[src/rtl/qt_pkg.sv]
// Package qt_pkg
// Shared types and constants of the four-channel timer: the control byte
// layout, register slot numbers and helpers for the width mask and the
// prescaler limit. Assumes 32-bit counters with a 16-bit narrow mode.
package qt_pkg;

    localparam int CNT_W = 32;
    localparam int PRE_W = 8;

    // Register slot inside a 16-byte group (address bits 3:2)
    localparam logic [1:0] SLOT_LOAD  = 2'd0;
    localparam logic [1:0] SLOT_COUNT = 2'd1;
    localparam logic [1:0] SLOT_CTRL  = 2'd2;
    localparam logic [1:0] SLOT_DEFER = 2'd3;

    localparam logic [1:0] SLOT_MASK  = 2'd0;
    localparam logic [1:0] SLOT_RAW   = 2'd1;
    localparam logic [1:0] SLOT_MSKD  = 2'd2;
    localparam logic [1:0] SLOT_CLR   = 2'd3;

    // Control byte fields (bit positions are part of the programming model)
    typedef struct packed {
        logic       run;       // bit 7
        logic       reload;    // bit 6: 1 = reload at zero, 0 = wrap to all ones
        logic [1:0] rate;      // bits 3:2
        logic       wide;      // bit 1
        logic       single;    // bit 0
    } ctrl_t;

    function automatic ctrl_t ctrl_from_word(input logic [CNT_W-1:0] w);
        ctrl_t c;
        c.run    = w[7];
        c.reload = w[6];
        c.rate   = w[3:2];
        c.wide   = w[1];
        c.single = w[0];
        return c;
    endfunction

    function automatic logic [CNT_W-1:0] ctrl_to_word(input ctrl_t c);
        return {{(CNT_W-8){1'b0}}, c.run, c.reload, 2'b00, c.rate, c.wide, c.single};
    endfunction

    function automatic logic [CNT_W-1:0] width_mask(input logic wide);
        return wide ? {CNT_W{1'b1}} : {{(CNT_W-16){1'b0}}, {16{1'b1}}};
    endfunction

    function automatic logic [PRE_W-1:0] rate_limit(input logic [1:0] rate);
        logic [PRE_W-1:0] lim;
        case (rate)
            2'b00:   lim = PRE_W'(0);
            2'b01:   lim = PRE_W'(15);
            default: lim = PRE_W'(255);
        endcase
        return lim;
    endfunction

endpackage

[src/rtl/qt_prescaler.sv]
// Module qt_prescaler
// Divides the clock for one channel: emits a one-cycle tick every 1, 16
// or 256 clocks while running. Restart clears the phase so that the
// first tick follows a load by the full period. Assumes PRE_W >= 8.
module qt_prescaler
    import qt_pkg::*;
(
    input  logic       clk,
    input  logic       rst_n,
    input  logic       run,
    input  logic       restart,
    input  logic [1:0] rate,
    output logic       tick
);

    logic [PRE_W-1:0] phase_q;
    logic [PRE_W-1:0] limit;

    // Period limit for the selected rate
    always_comb limit = rate_limit(rate);

    // Tick when the phase reaches the limit, never in a restart cycle
    always_comb tick = run && !restart && (phase_q == limit);

    // Phase counter: cleared when stopped, restarted or on a tick
    always_ff @(posedge clk) begin
        if (!rst_n)                        phase_q <= '0;
        else if (!run || restart || tick)  phase_q <= '0;
        else                               phase_q <= phase_q + 1'b1;
    end

endmodule

[src/rtl/qt_channel.sv]
// Module qt_channel
// One down-counter with its control byte and reload value. A load write
// sets count and reload; a deferred write sets only reload. At zero the
// channel reloads, wraps to all ones or parks, per its control byte.
// Assumes at most one of ld_wr, defer_wr and ctrl_wr per cycle.
module qt_channel
    import qt_pkg::*;
(
    input  logic             clk,
    input  logic             rst_n,
    input  logic             ld_wr,
    input  logic             defer_wr,
    input  logic             ctrl_wr,
    input  logic [CNT_W-1:0] wdata,
    output ctrl_t            ctrl_q,
    output logic [CNT_W-1:0] count_q,
    output logic [CNT_W-1:0] reload_q,
    output logic             zero_evt
);

    logic             tick;
    logic [CNT_W-1:0] wmask;
    logic [CNT_W-1:0] count_d;
    logic [CNT_W-1:0] reload_d;
    logic [CNT_W-1:0] dec;

    qt_prescaler u_pre (
        .clk     (clk),
        .rst_n   (rst_n),
        .run     (ctrl_q.run),
        .restart (ld_wr),
        .rate    (ctrl_q.rate),
        .tick    (tick)
    );

    // Mask for the active width and the decremented count
    always_comb begin
        wmask = width_mask(ctrl_q.wide);
        dec   = (count_q - 1'b1) & wmask;
    end

    // Next count, next reload value and the reaching-zero event
    always_comb begin
        count_d  = count_q & wmask;
        reload_d = reload_q;
        zero_evt = 1'b0;
        if (ld_wr) begin
            count_d  = wdata & wmask;
            reload_d = wdata & wmask;
        end else begin
            if (defer_wr) reload_d = wdata & wmask;
            if (tick) begin
                if (count_q == '0) begin
                    if (!ctrl_q.single)
                        count_d = ctrl_q.reload ? (reload_q & wmask) : wmask;
                end else begin
                    count_d  = dec;
                    zero_evt = (dec == '0);
                end
            end
        end
    end

    // Counter and reload registers
    always_ff @(posedge clk) begin
        if (!rst_n) begin
            count_q  <= '0;
            reload_q <= '0;
        end else begin
            count_q  <= count_d;
            reload_q <= reload_d;
        end
    end

    // Control byte register
    always_ff @(posedge clk) begin
        if (!rst_n)       ctrl_q <= '0;
        else if (ctrl_wr) ctrl_q <= ctrl_from_word(wdata);
    end

endmodule

[src/rtl/qt_irq.sv]
// Module qt_irq
// Shared interrupt bank: sticky status bits set by channel zero events,
// a replace-on-write enable mask and write-1-to-clear. A same-cycle event
// wins over a clear. The output is the OR of status AND mask.
module qt_irq #(
    parameter int NUM_CH = 4
) (
    input  logic              clk,
    input  logic              rst_n,
    input  logic [NUM_CH-1:0] evt,
    input  logic              mask_wr,
    input  logic              clr_wr,
    input  logic [NUM_CH-1:0] wbits,
    output logic [NUM_CH-1:0] mask_q,
    output logic [NUM_CH-1:0] raw_q,
    output logic [NUM_CH-1:0] masked,
    output logic              irq
);

    logic [NUM_CH-1:0] clr_bits;

    // Bits requested for clearing this cycle
    always_comb clr_bits = clr_wr ? wbits : '0;

    // Sticky status: events set, clear requests drop
    always_ff @(posedge clk) begin
        if (!rst_n) raw_q <= '0;
        else        raw_q <= (raw_q & ~clr_bits) | evt;
    end

    // Enable mask, replaced whole on a write
    always_ff @(posedge clk) begin
        if (!rst_n)       mask_q <= '0;
        else if (mask_wr) mask_q <= wbits;
    end

    // Enabled status and the combined interrupt
    always_comb begin
        masked = raw_q & mask_q;
        irq    = |masked;
    end

endmodule

[src/rtl/quad_timer.sv]
// Module quad_timer
// Top of the four-channel timer: decodes the single-cycle register bus,
// instantiates one qt_channel per channel and the shared qt_irq bank, and
// muxes read data. Reads are combinational; writes take effect at the edge.
// Assumes ADDR_W leaves room for NUM_CH+1 groups of 16 bytes.
module quad_timer
    import qt_pkg::*;
#(
    parameter int NUM_CH = 4,
    parameter int ADDR_W = 8
) (
    input  logic              clk,
    input  logic              rst_n,
    input  logic              wr_en,
    input  logic [ADDR_W-1:0] addr,
    input  logic [CNT_W-1:0]  wdata,
    output logic [CNT_W-1:0]  rdata,
    output logic              irq
);

    localparam int GRP_W = ADDR_W - 4;

    logic                          aligned;
    logic [GRP_W-1:0]              grp;
    logic [1:0]                    slot;
    logic                          hit_shared;
    logic [NUM_CH-1:0]             hit_ch;
    logic [NUM_CH-1:0]             ld_wr;
    logic [NUM_CH-1:0]             defer_wr;
    logic [NUM_CH-1:0]             ctrl_wr;
    logic [NUM_CH-1:0]             evt;
    logic [NUM_CH-1:0]             run_v;
    logic [NUM_CH-1:0]             single_v;
    logic [NUM_CH-1:0]             wide_v;
    logic [NUM_CH-1:0][CNT_W-1:0]  count_all;
    logic [NUM_CH-1:0][CNT_W-1:0]  reload_all;
    ctrl_t                         ctrl_all [NUM_CH];
    logic [NUM_CH-1:0]             mask_q;
    logic [NUM_CH-1:0]             raw_q;
    logic [NUM_CH-1:0]             masked;
    logic                          mask_wr;
    logic                          clr_wr;

    // Address split into group, slot and alignment
    always_comb begin
        aligned    = (addr[1:0] == 2'b00);
        grp        = addr[ADDR_W-1:4];
        slot       = addr[3:2];
        hit_shared = aligned && (grp == '0);
        mask_wr    = wr_en && hit_shared && (slot == SLOT_MASK);
        clr_wr     = wr_en && hit_shared && (slot == SLOT_CLR);
    end

    generate
        for (genvar i = 0; i < NUM_CH; i++) begin : g_ch
            // Per-channel group hit and write strobes
            always_comb begin
                hit_ch[i]   = aligned && (grp == GRP_W'(i + 1));
                ld_wr[i]    = wr_en && hit_ch[i] && (slot == SLOT_LOAD);
                defer_wr[i] = wr_en && hit_ch[i] && (slot == SLOT_DEFER);
                ctrl_wr[i]  = wr_en && hit_ch[i] && (slot == SLOT_CTRL);
            end

            qt_channel u_chan (
                .clk      (clk),
                .rst_n    (rst_n),
                .ld_wr    (ld_wr[i]),
                .defer_wr (defer_wr[i]),
                .ctrl_wr  (ctrl_wr[i]),
                .wdata    (wdata),
                .ctrl_q   (ctrl_all[i]),
                .count_q  (count_all[i]),
                .reload_q (reload_all[i]),
                .zero_evt (evt[i])
            );

            // Control fields brought out flat for observation
            always_comb begin
                run_v[i]    = ctrl_all[i].run;
                single_v[i] = ctrl_all[i].single;
                wide_v[i]   = ctrl_all[i].wide;
            end
        end
    endgenerate

    qt_irq #(.NUM_CH(NUM_CH)) u_irq (
        .clk     (clk),
        .rst_n   (rst_n),
        .evt     (evt),
        .mask_wr (mask_wr),
        .clr_wr  (clr_wr),
        .wbits   (wdata[NUM_CH-1:0]),
        .mask_q  (mask_q),
        .raw_q   (raw_q),
        .masked  (masked),
        .irq     (irq)
    );

    // Read data mux; unmapped, misaligned and clear-register reads give 0
    always_comb begin
        rdata = '0;
        if (hit_shared) begin
            case (slot)
                SLOT_MASK: rdata = CNT_W'(mask_q);
                SLOT_RAW:  rdata = CNT_W'(raw_q);
                SLOT_MSKD: rdata = CNT_W'(masked);
                default:   rdata = '0;
            endcase
        end
        for (int i = 0; i < NUM_CH; i++) begin
            if (hit_ch[i]) begin
                case (slot)
                    SLOT_COUNT: rdata = count_all[i];
                    SLOT_CTRL:  rdata = ctrl_to_word(ctrl_all[i]);
                    default:    rdata = reload_all[i];
                endcase
            end
        end
    end

endmodule

[config.mk]
export PLATFORM = sky130hd
export DESIGN_NAME = quad_timer
export DESIGN_NICKNAME = d
export VERILOG_FILES = /design/src/rtl/qt_pkg.sv /design/src/rtl/qt_prescaler.sv /design/src/rtl/qt_channel.sv /design/src/rtl/qt_irq.sv /design/src/rtl/quad_timer.sv
export SDC_FILE = /design/constraint.sdc
export NUM_CORES = 1
export LEC_CHECK = 0
export CORE_AREA = 2 2 257 233
export CTS_CLUSTER_DIAMETER = 30
export CTS_CLUSTER_SIZE = 40
export DETAILED_ROUTE_END_ITERATION = 6
export DIE_AREA = 0 0 259 235
export PLACE_DENSITY = 0.61
export SYNTH_ARGS = -nofsm -noshare
export SYNTH_HDL_FRONTEND = slang
export SYNTH_SLANG_ARGS = --single-unit
[constraint.sdc]
create_clock -name clk -period 2.9 [get_ports clk]
set_input_delay 0.58 -clock clk [delete_from_list [all_inputs] [get_ports clk]]
set_output_delay 0.58 -clock clk [all_outputs]
set_load 0.02 [all_outputs]
# ---- Word-level counts from Yosys, hierarchy flattened
# Cells that the tools add are included.
# W data, S select, Z words.
dict set report op_classes {
  addsub 8
  n_eq_ne 15
  mux 59
  n_bitwise 21
  reduce_logical 72
}
# op count
set op_table {}
lappend op_table {{$mux W32} 36}
lappend op_table {{$and A32 B32 Y32} 16}
lappend op_table {{$logic_not A32 Y1} 8}
lappend op_table {{$pmux W32 S2} 4}
lappend op_table {{$sub A32 B1 Y32 const B} 4}
lappend op_table {{$pmux W8 S2} 4}
lappend op_table {{$add A8 B1 Y8 const B} 4}
lappend op_table {{$eq A8 B8 Y1} 4}
lappend op_table {{$logic_and A1 B1 Y1} 32}
lappend op_table {{$logic_not A2 Y1} 6}
lappend op_table {{$mux W1} 12}
lappend op_table {{$pmux W4 S3} 1}
lappend op_table {{$eq A2 B1 Y1 const B} 5}
lappend op_table {{$and A4 B4 Y4} 2}
lappend op_table {{$eq A4 B2 Y1 const B} 2}
lappend op_table {{$logic_not A1 Y1} 8}
lappend op_table {{$logic_or A1 B1 Y1} 8}
lappend op_table {{$mux W4} 2}
lappend op_table {{$reduce_bool A2 Y1} 4}
lappend op_table {{$reduce_or A2 Y1} 4}
lappend op_table {{$eq A2 B2 Y1 const B} 2}
lappend op_table {{$eq A4 B1 Y1 const B} 1}
lappend op_table {{$eq A4 B3 Y1 const B} 1}
lappend op_table {{$logic_not A4 Y1} 1}
lappend op_table {{other kinds (4)} 4}
dict set report word_totals {
  reg_bits 320
  in_bits 43
  output_inout_bits 33
  wordCells 209
}

# ---- Logic depth before layout (Yosys ltp)
# Gate-level depths: netlist of run 1.
dict set report logic_depth {
  depth_word 10
  depth_mapped 11
  mapped_depth_nobuf 9
}

# ---- Hierarchy
# Synthesis of run 1 repeated with hierarchy kept, for this count alone.
dict set report unflattened {
  cells_unflattened 2941
  area_unflattened_um2 22097.4
}
# module n_inst cells_per_inst area_per_inst_um2 seq_area_each_um2
set by_module_without_submodules {}
lappend by_module_without_submodules {qt_channel 4 563 4352.9 1401.3}
lappend by_module_without_submodules {quad_timer 1 491 2876.5 0.0}
lappend by_module_without_submodules {qt_prescaler 4 41 370.4 160.2}
lappend by_module_without_submodules {qt_irq 1 34 327.8 160.2}

# ---- Worst setup path before layout of run 1
# No wires, ideal clock.
dict set report synth_timing {
  kind {input to output}
  startpoint {input addr[2]}
  endpoint {output rdata[11]}
  arrival_ns 2.549
  path_slack_ns -0.229
  cell_stages 8
  path_cell_list {inv_1 -> ha_1 -> clkbuf_1 -> clkbuf_1 -> clkbuf_1 -> clkbuf_1 -> a31oi_1 -> o21ai_0}
}
dict set report synth_via {
  elab_chain_cells 6
  word_cells_on_any_way 10
}
# element line_no
set synth_rtl {}
lappend synth_rtl {{from (decl)} quad_timer.sv:15} ;# input logic [ADDR_W-1:0] addr,
lappend synth_rtl {{$eq A2 B2 Y1 / $eq A2 B1 Y1 (equally long branches)} quad_timer.sv:112} ;# case (slot)
lappend synth_rtl {{$pmux W32 S2} quad_timer.sv:112}
lappend synth_rtl {{$mux W32 (3 in series)} quad_timer.sv:111} ;# if (hit_ch[i]) begin
lappend synth_rtl {{$mux W32 *} quad_timer.sv:111}
lappend synth_rtl {{to (decl)} quad_timer.sv:17} ;# output logic [CNT_W-1:0] rdata,
# Mark *: on every way between the ends. The rest lies on a longest branch, timed or not.

# ---- Worst setup path in the final report of run 1
dict set report layout_timing {
  startpoint {input addr[3]}
  endpoint {output rdata[5]}
}
# Same word-level chain as after synthesis.

==> results of run 1 <==
==> state kept, by name (all words and copies together), names as in the netlist <==
name and flops:
u_irq.raw_q 4, g_ch.u_chan.u_pre.phase_q 32, g_ch.u_chan.ctrl_q 24, u_irq.mask_q 4, g_ch.u_chan.reload_q 128, g_ch.u_chan.count_q 128
==> report_power, final <==
group	internal [mW]	leakage, nW	switching, mW
sequential	4.42	2.58	0.00639
combinational	0.545	7.16	0.863
clock	7.10	1.54	3.16
==> how the worst min path moves through the flow <==
stage / slack (ns) / end / cells past startpoint / from
after floorplan: 0.43 / g_ch[2].u_chan.reload_q[16] / 2 / g_ch[2].u_chan.reload_q[16]
after global placement: 0.44 / g_ch[2].u_chan.reload_q[20] / 2 / g_ch[2].u_chan.reload_q[20]
after detailed placement: 0.45 / g_ch[2].u_chan.reload_q[20] / 2 / g_ch[2].u_chan.reload_q[20]
after CTS: 0.45 / g_ch[2].u_chan.reload_q[22] / 2 / g_ch[2].u_chan.reload_q[22]
after global routing: 0.46 / g_ch[3].u_chan.count_q[22] / 3 / rst_n
final: 0.45 / g_ch[2].u_chan.reload_q[22] / 2 / g_ch[2].u_chan.reload_q[22]
==> cell type report <==
| cell class | count | area, µm² | area share |
|---|---|---|---|
| well taps | 774 | 968 | 0.0323 |
| multi-input cells | 2390 | 14500 | 0.485 |
| clock inverters | 40 | 579 | 0.0193 |
| clock buffers | 127 | 2590 | 0.0864 |
| inverters | 43 | 171 | 0.00571 |
| repair buffers | 512 | 4740 | 0.158 |
| flip-flops and latches | 320 | 6410 | 0.214 |
==> worst min-delay path, cell delays in order (launching register included) <==
cell and delay (ns):
sky130_fd_sc_hd__dfxtp_1 0.30, sky130_fd_sc_hd__nand2_1 0.05, sky130_fd_sc_hd__a21oi_1 0.05
==> stage by stage <==
| stage | hold slack (ns) | cell area, µm² | util |
|---|---|---|---|
| after detailed placement | 0.447 | 25500 | 0.439 |
| final | 0.450 | 30000 | 0.516 |
| after global placement | 0.440 | 25500 | 0.439 |
| after global routing | 0.459 | 30000 | 0.516 |
| after CTS | 0.452 | 29700 | 0.511 |
| after floorplan | 0.432 | 21500 | - |
==> routing by layer <==
layer  GRT usage  up-vias
met4       0.166        0
met3      0.0702      280
met1       0.445    12200
li1            -    11700
met2       0.431     1687
met5           0        -
==> logic make-up after synthesis <==
logic type	synth area share
AND/OR/NAND/NOR	0.297
AO/OA/AOI/OAI	0.262
buffers and inverters	0.0645
flip-flops	0.300
XOR/XNOR	0.0439
multiplexers	0.0233
adder cells (fa/ha/maj)	0.00996
==> timing repair <==
| action | 4_1_cts | 5_1_grt |
|---|---|---|
| gates resized for setup | 374 | 54 |
| hold buffers | 0 | 0 |
| setup buffers | 12 | 4 |
| endpoints found under the setup margin | 32 | 41 |
| cloned | 8 | 4 |
| pin swaps | 41 | 25 |
==> cell usage after synthesis, types with 36 or more instances <==
cell type / n / share of area
sky130_fd_sc_hd__mux2i_1: 43 / 0.020
sky130_fd_sc_hd__a311oi_1: 38 / 0.016
sky130_fd_sc_hd__o21ai_0: 193 / 0.045
sky130_fd_sc_hd__o22ai_1: 47 / 0.014
sky130_fd_sc_hd__dfxtp_1: 320 / 0.30
sky130_fd_sc_hd__nor2_1: 250 / 0.044
sky130_fd_sc_hd__xnor2_1: 71 / 0.029
sky130_fd_sc_hd__xor2_1: 36 / 0.015
sky130_fd_sc_hd__nand2_1: 496 / 0.087
sky130_fd_sc_hd__a31oi_1: 100 / 0.029
sky130_fd_sc_hd__nor2b_1: 84 / 0.025
sky130_fd_sc_hd__nor4_1: 39 / 0.011
sky130_fd_sc_hd__o211ai_1: 37 / 0.013
sky130_fd_sc_hd__clkbuf_1: 267 / 0.047
sky130_fd_sc_hd__nor3_1: 81 / 0.019
sky130_fd_sc_hd__a22oi_1: 41 / 0.014
sky130_fd_sc_hd__inv_1: 40 / 0.0070
sky130_fd_sc_hd__a21oi_1: 285 / 0.067
sky130_fd_sc_hd__nand3_1: 145 / 0.034
sky130_fd_sc_hd__or3_1: 46 / 0.013
==> impl_metrics.yaml, run 1 <==
status:
  run_status: "complete, but fails checks"
  violations: "negative setup slack"
cells_and_area:
  post_route_cells_drive_above_1_share: 0.247
  layout.cells.non_filler: 4206
  finalNetCount: 3416
  insertedDiodeCount: 0
  layout.cells.most_common: "sky130_fd_sc_hd__nand2_1"
  area_growth_from_synthesis_to_final_layout_pct: 40.4
  layout.cells.most_common_list: "sky130_fd_sc_hd__nand2_1, sky130_fd_sc_hd__buf_4, sky130_fd_sc_hd__dfxtp_1"
  fillers: 5505
critical_path:
  cp_num_buf_inv: 5
  r2r.worst_path.cells: 10
  worstPathMaxFanout: 10
  critPathLaunch: "addr[3]"
  startpoint_types: "input pin"
  crit_path_top_delay_cell: "sky130_fd_sc_hd__a311oi_4"
  timing.critical_path.to: "rdata[5]"
  crit_path_cell_trace: "buf_6 -> inv_4 -> ha_4 -> buf_12 -> buf_12 -> nor2b_1 -> a311oi_4 -> o22ai_4 -> o21ai_2 -> o21ai_2 -> buf_2"
  worstPathArrival_ns: 2.33
  stages_on_the_worst_setup_path: 11
  reg2reg_slack_ns: 0.13
  worstSetupPathType: "in -> out"
  reg2reg_from: "g_ch[2].u_chan.count_q[24]"
  cp_data_required_time_ns: 2.32
  r2r-end: "g_ch[2].u_chan.count_q[6]"
  timing.critical_path.to_type: "output pin"
  worst_path_dominant_cell_family: "compound AO/OA/AOI/OAI gates"
  crit_path_max_incr_delay_ns: 0.41
grt:
  grt_overflow: 0
  antenna_found_initial: 0
  grtUsageTotal: 0.312
  grt_pass1_vias: 23200
  wire_length_of_the_first_global_routing_pass_um: 147000
  grt_start_max_net_pins: 122
synthesis:
  synth_fp_nets: 3122
  synth_cells: 3062
  ys_ff_latch: 320
  synthesis.area_per_instance_um2: 6.98
  dominant_register_cell_in_the_synthesized_netlist: "sky130_fd_sc_hd__dfxtp_1"
  netlist_area_um2: 21400
  synth_edf_count: 0
  sequential_fraction_of_the_synthesis_area: 0.300
  yosysWarnings: 0
  synth.distinct_cells: 87
  synth-async-reset-ratio: 0
floorplan:
  top_level_pins: 76
  die_w_um: 259
  fp.coreArea_um2: 58100
  floorplan.initialDensity: 0.368
  die_h_um: 235
  core.rowCount: 84
  floorplan.die_area_um2: 60900
placed_design:
  place_ws_ns: -1.14
  dp_hpwl_um: 68600
  io_buffers: 75
  dp_cells: 4020
  gp_routability_congestion: 0.994
route:
  met2_length_um: 40100
  first_iter_violations: 3577
  top_layer_reached_by_signal_wires: "met4"
  met3WireLength_um: 11900
  detail_route.drc_violations: 0
  detailroute.via_count: 25900
  routed_wl_um: 98700
  drtAntennaViolNets: 0
  drt-met1-wl_um: 41000
  drt-vias-per-instance: 6.15
  route.detailed.wl_per_inst_um: 23.5
  drt_first_pass_iters: 6
sta:
  finalHoldViolations: 0
  timing_max_transition_violations_final: 0
  period_share: 1.00
  grt_setup_unrepaired: "yes"
  layout_min_cycle_time_ns: 2.91
  timing.setup.tns_ns: -0.0110
  timing.max_slew.rel_slack: 0.369
  finalSetupViolations: 3
  worst-slew-pin-transition_ns: 0.944
  post-route-worst-setup-slack_ns: -0.00876
  fmaxAchievable_mhz: 344
  clock_skew_ns: 0.0297
clock_tree:
  tritoncts_buffers: 89
  clkSlewWorstSetupHoldPaths_ns: 0.04
  cts.sink_count: 320
  worstSkewPairLatency_ns: 0.64
  cts_tree: "yes"
  cts.root.buffer_cell: "sky130_fd_sc_hd__clkbuf_16"
  clock_tree.buffer_depth: 3
  ctsHtreeMaxLevel: 3
power:
  totalPowerFinal_mw: 16.1
  power.static_leakage_nw: 11.3
  powerDensity_nw_per_um2: 536
  vdd_drop_max_uv: 600
min_path:
  worst_hold_path_type: "reg -> reg"
flow_run:
  max_cap_viol_count: 0
Power figures use the tool's default switching activity.
==> run 2: changes to the inputs <==
--- a/config.mk
+++ b/config.mk
@@ -6,11 +6,13 @@
 export NUM_CORES = 1
 export LEC_CHECK = 0
 export CORE_AREA = 2 2 257 233
+export CTS_BUF_LIST = sky130_fd_sc_hd__clkbuf_8
 export CTS_CLUSTER_DIAMETER = 30
 export CTS_CLUSTER_SIZE = 40
 export DETAILED_ROUTE_END_ITERATION = 6
 export DIE_AREA = 0 0 259 235
 export PLACE_DENSITY = 0.61
+export SLEW_MARGIN = 20
 export SYNTH_ARGS = -nofsm -noshare
 export SYNTH_HDL_FRONTEND = slang
 export SYNTH_SLANG_ARGS = --single-unit
==> run 2 against run 1 <==
The run still ends with negative setup slack left. Critical endpoint is now rdata[13]. Cell area down 3.4%. Worst setup slack lost 0.013 ns. First-iteration DRC count is 2.7% lower. Wire length is 0.92% lower.
==> impl_metrics.yaml, run 2 (synthesis gave the netlist of run 1 again) <==
placed_design:
  dp_cells: 4020
  place_ws_ns: -1.14
  gp_routability_congestion: 0.994
  io_buffers: 75
  dpl_cell_area_um2: 25500
  dp_hpwl_um: 68600
grt:
  wire_length_of_the_first_global_routing_pass_um: 146000
  grt_start_max_net_pins: 122
  grt_overflow: 0
  gr-usage-met2: 0.431
  global_route.usage.met1: 0.440
  grtUsageTotal: 0.310
  grt.busiest_layer: "met1"
  antenna_found_initial: 1
  globalRouteMet3Util: 0.0745
  grt_pass1_vias: 23100
flow_run:
  max_cap_viol_count: 0
critical_path:
  timing.critical_path.mode_cell: "sky130_fd_sc_hd__buf_4"
  crit_path_top_delay_cell: "sky130_fd_sc_hd__a311oi_4"
  worstPathArrival_ns: 2.34
  crit_path_max_incr_delay_ns: 0.41
  startpoint_types: "input pin"
  cp_data_required_time_ns: 2.32
  worst_path_dominant_cell_family: "compound AO/OA/AOI/OAI gates"
  timing.critical_path.to_type: "output pin"
  crit_path_cell_trace: "buf_8 -> buf_4 -> ha_4 -> buf_4 -> buf_4 -> a311oi_4 -> o22ai_2 -> o21ai_2 -> o21ai_2 -> buf_6"
  cp_num_buf_inv: 5
  worstSetupPathType: "in -> out"
  worstPathMaxFanout: 8
route:
  route.detailed.wl_per_inst_um: 23.2
  drtAntennaViolNets: 0
  first_iter_violations: 3481
  detailroute.via_count: 25700
  drt_first_pass_iters: 7
  detail_route.drc_violations: 0
  drt-vias-per-instance: 6.08
  routed_wl_um: 97700
cells_and_area:
  area_growth_from_synthesis_to_final_layout_pct: 35.7
  finish.instance_area_um2: 29000
  finalNetCount: 3425
  ff_latch_area_um2: 6410
  multi_input_comb_area_um2: 14500
  largest_registers: "g_ch.u_chan.count_q x128, g_ch.u_chan.reload_q x128, g_ch.u_chan.u_pre.phase_q x32"
  layout.cells.most_common_list: "sky130_fd_sc_hd__nand2_1, sky130_fd_sc_hd__buf_4, sky130_fd_sc_hd__dfxtp_1"
  fillers: 5610
  post-route-util: 0.499
  post_route_cells_drive_above_1_share: 0.248
  layout.cells.non_filler: 4216
  layout.cells.most_common: "sky130_fd_sc_hd__nand2_1"
clock_tree:
  clock_tree.buffer_depth: 3
  tritoncts_buffers: 89
  clkSlewWorstSetupHoldPaths_ns: 0.06
  holdBufCountCts: 0
  cts.sink_count: 320
  cts_tree: "yes"
  cts.root.buffer_cell: "sky130_fd_sc_hd__clkbuf_8"
  worstSkewPairLatency_ns: 0.71
  ctsHtreeMaxLevel: 3
floorplan:
  fp.coreArea_um2: 58100
  floorplan.initialDensity: 0.368
  top_level_pins: 76
  die_w_um: 259
  core.rowCount: 84
  die_h_um: 235
  floorplan.die_area_um2: 60900
power:
  power.static_leakage_nw: 10.9
  vdd_drop_max_uv: 535
  powerDensity_nw_per_um2: 443
sta:
  post-route-worst-setup-slack_ns: -0.0216
  layout_min_cycle_time_ns: 2.92
  finalSetupViolations: 3
  fmaxAchievable_mhz: 342
  grt_setup_unrepaired: "yes"
  timing_max_transition_violations_final: 0
  worst_hold_slack_across_all_endpoints_ns: 0.424
  worst-slew-pin-transition_ns: 0.924
  timing.max_slew.rel_slack: 0.382
  finalHoldViolations: 0
  period_share: 1.01
  clock_skew_ns: 0.0367
status:
  run_status: "complete, but fails checks"
  violations: "negative setup slack"
min_path:
  worst_hold_path_type: "in -> reg"
[run 2: area by class of cell]
type	count	area share
Antenna cell	1	0.0000863
Clock buffer	109	0.0518
Clock inverter	58	0.0205
Inverter	43	0.00600
Multi-Input combinational cell	2390	0.500
Sequential cell	320	0.221
Tap cell	774	0.0334
Timing Repair Buffer	521	0.167
[run 2: report_power, final]
group / switching [mW] / total, mW / internal, mW
registers: 0.00636 / 4.42 / 4.41
logic: 0.865 / 1.43 / 0.563
clock network: 2.66 / 7.00 / 4.35
total: 3.53 / 12.8 / 9.32
[run 2: timing repair]
| item | in CTS | in global routing |
|---|---|---|
| cloned | 12 | 3 |
| endpoints found under the setup margin | 32 | 41 |
| gates resized for setup | 347 | 73 |
| pin swaps | 46 | 41 |
| endpoints found under the hold margin | 0 | 0 |
| buffers inserted | 19 | 4 |
[run 2: per-layer routing]
layer	routed length, µm	part of all wire
met2	39700	0.41
met1	40600	0.42
met5	0	0
met4	5650	0.058
met3	11800	0.12
[run 2: worst min-delay path: stages]
cell and delay [ns]:
sky130_fd_sc_hd__buf_2 0.18, sky130_fd_sc_hd__buf_4 0.21, sky130_fd_sc_hd__o311a_1 0.11
[run 2: worst paths after layout]
path                                from                          end  slack [ns]  cells past startpoint
min reg2reg  g_ch[2].u_chan.reload_q[22]  g_ch[2].u_chan.reload_q[22]        0.45                      2
max                              addr[2]                    rdata[13]       -0.02                     10
min                                rst_n   g_ch[3].u_chan.count_q[18]        0.42                      3
max reg2reg   g_ch[2].u_chan.count_q[24]    g_ch[2].u_chan.count_q[0]        0.10                      9
[run 2: per-stage QoR]
| stage | power, mW | TNS (ns) |
|---|---|---|
| 2_1_floorplan | 5.01 | -0.134 |
| 3_3_place_gp | 5.60 | -56.63 |
| 3_5_place_dp | 5.61 | -59.97 |
| 4_1_cts | 12.8 | 0 |
| 5_1_grt | 13.2 | -0.0672 |
| 6_report | 12.8 | -0.0365 |
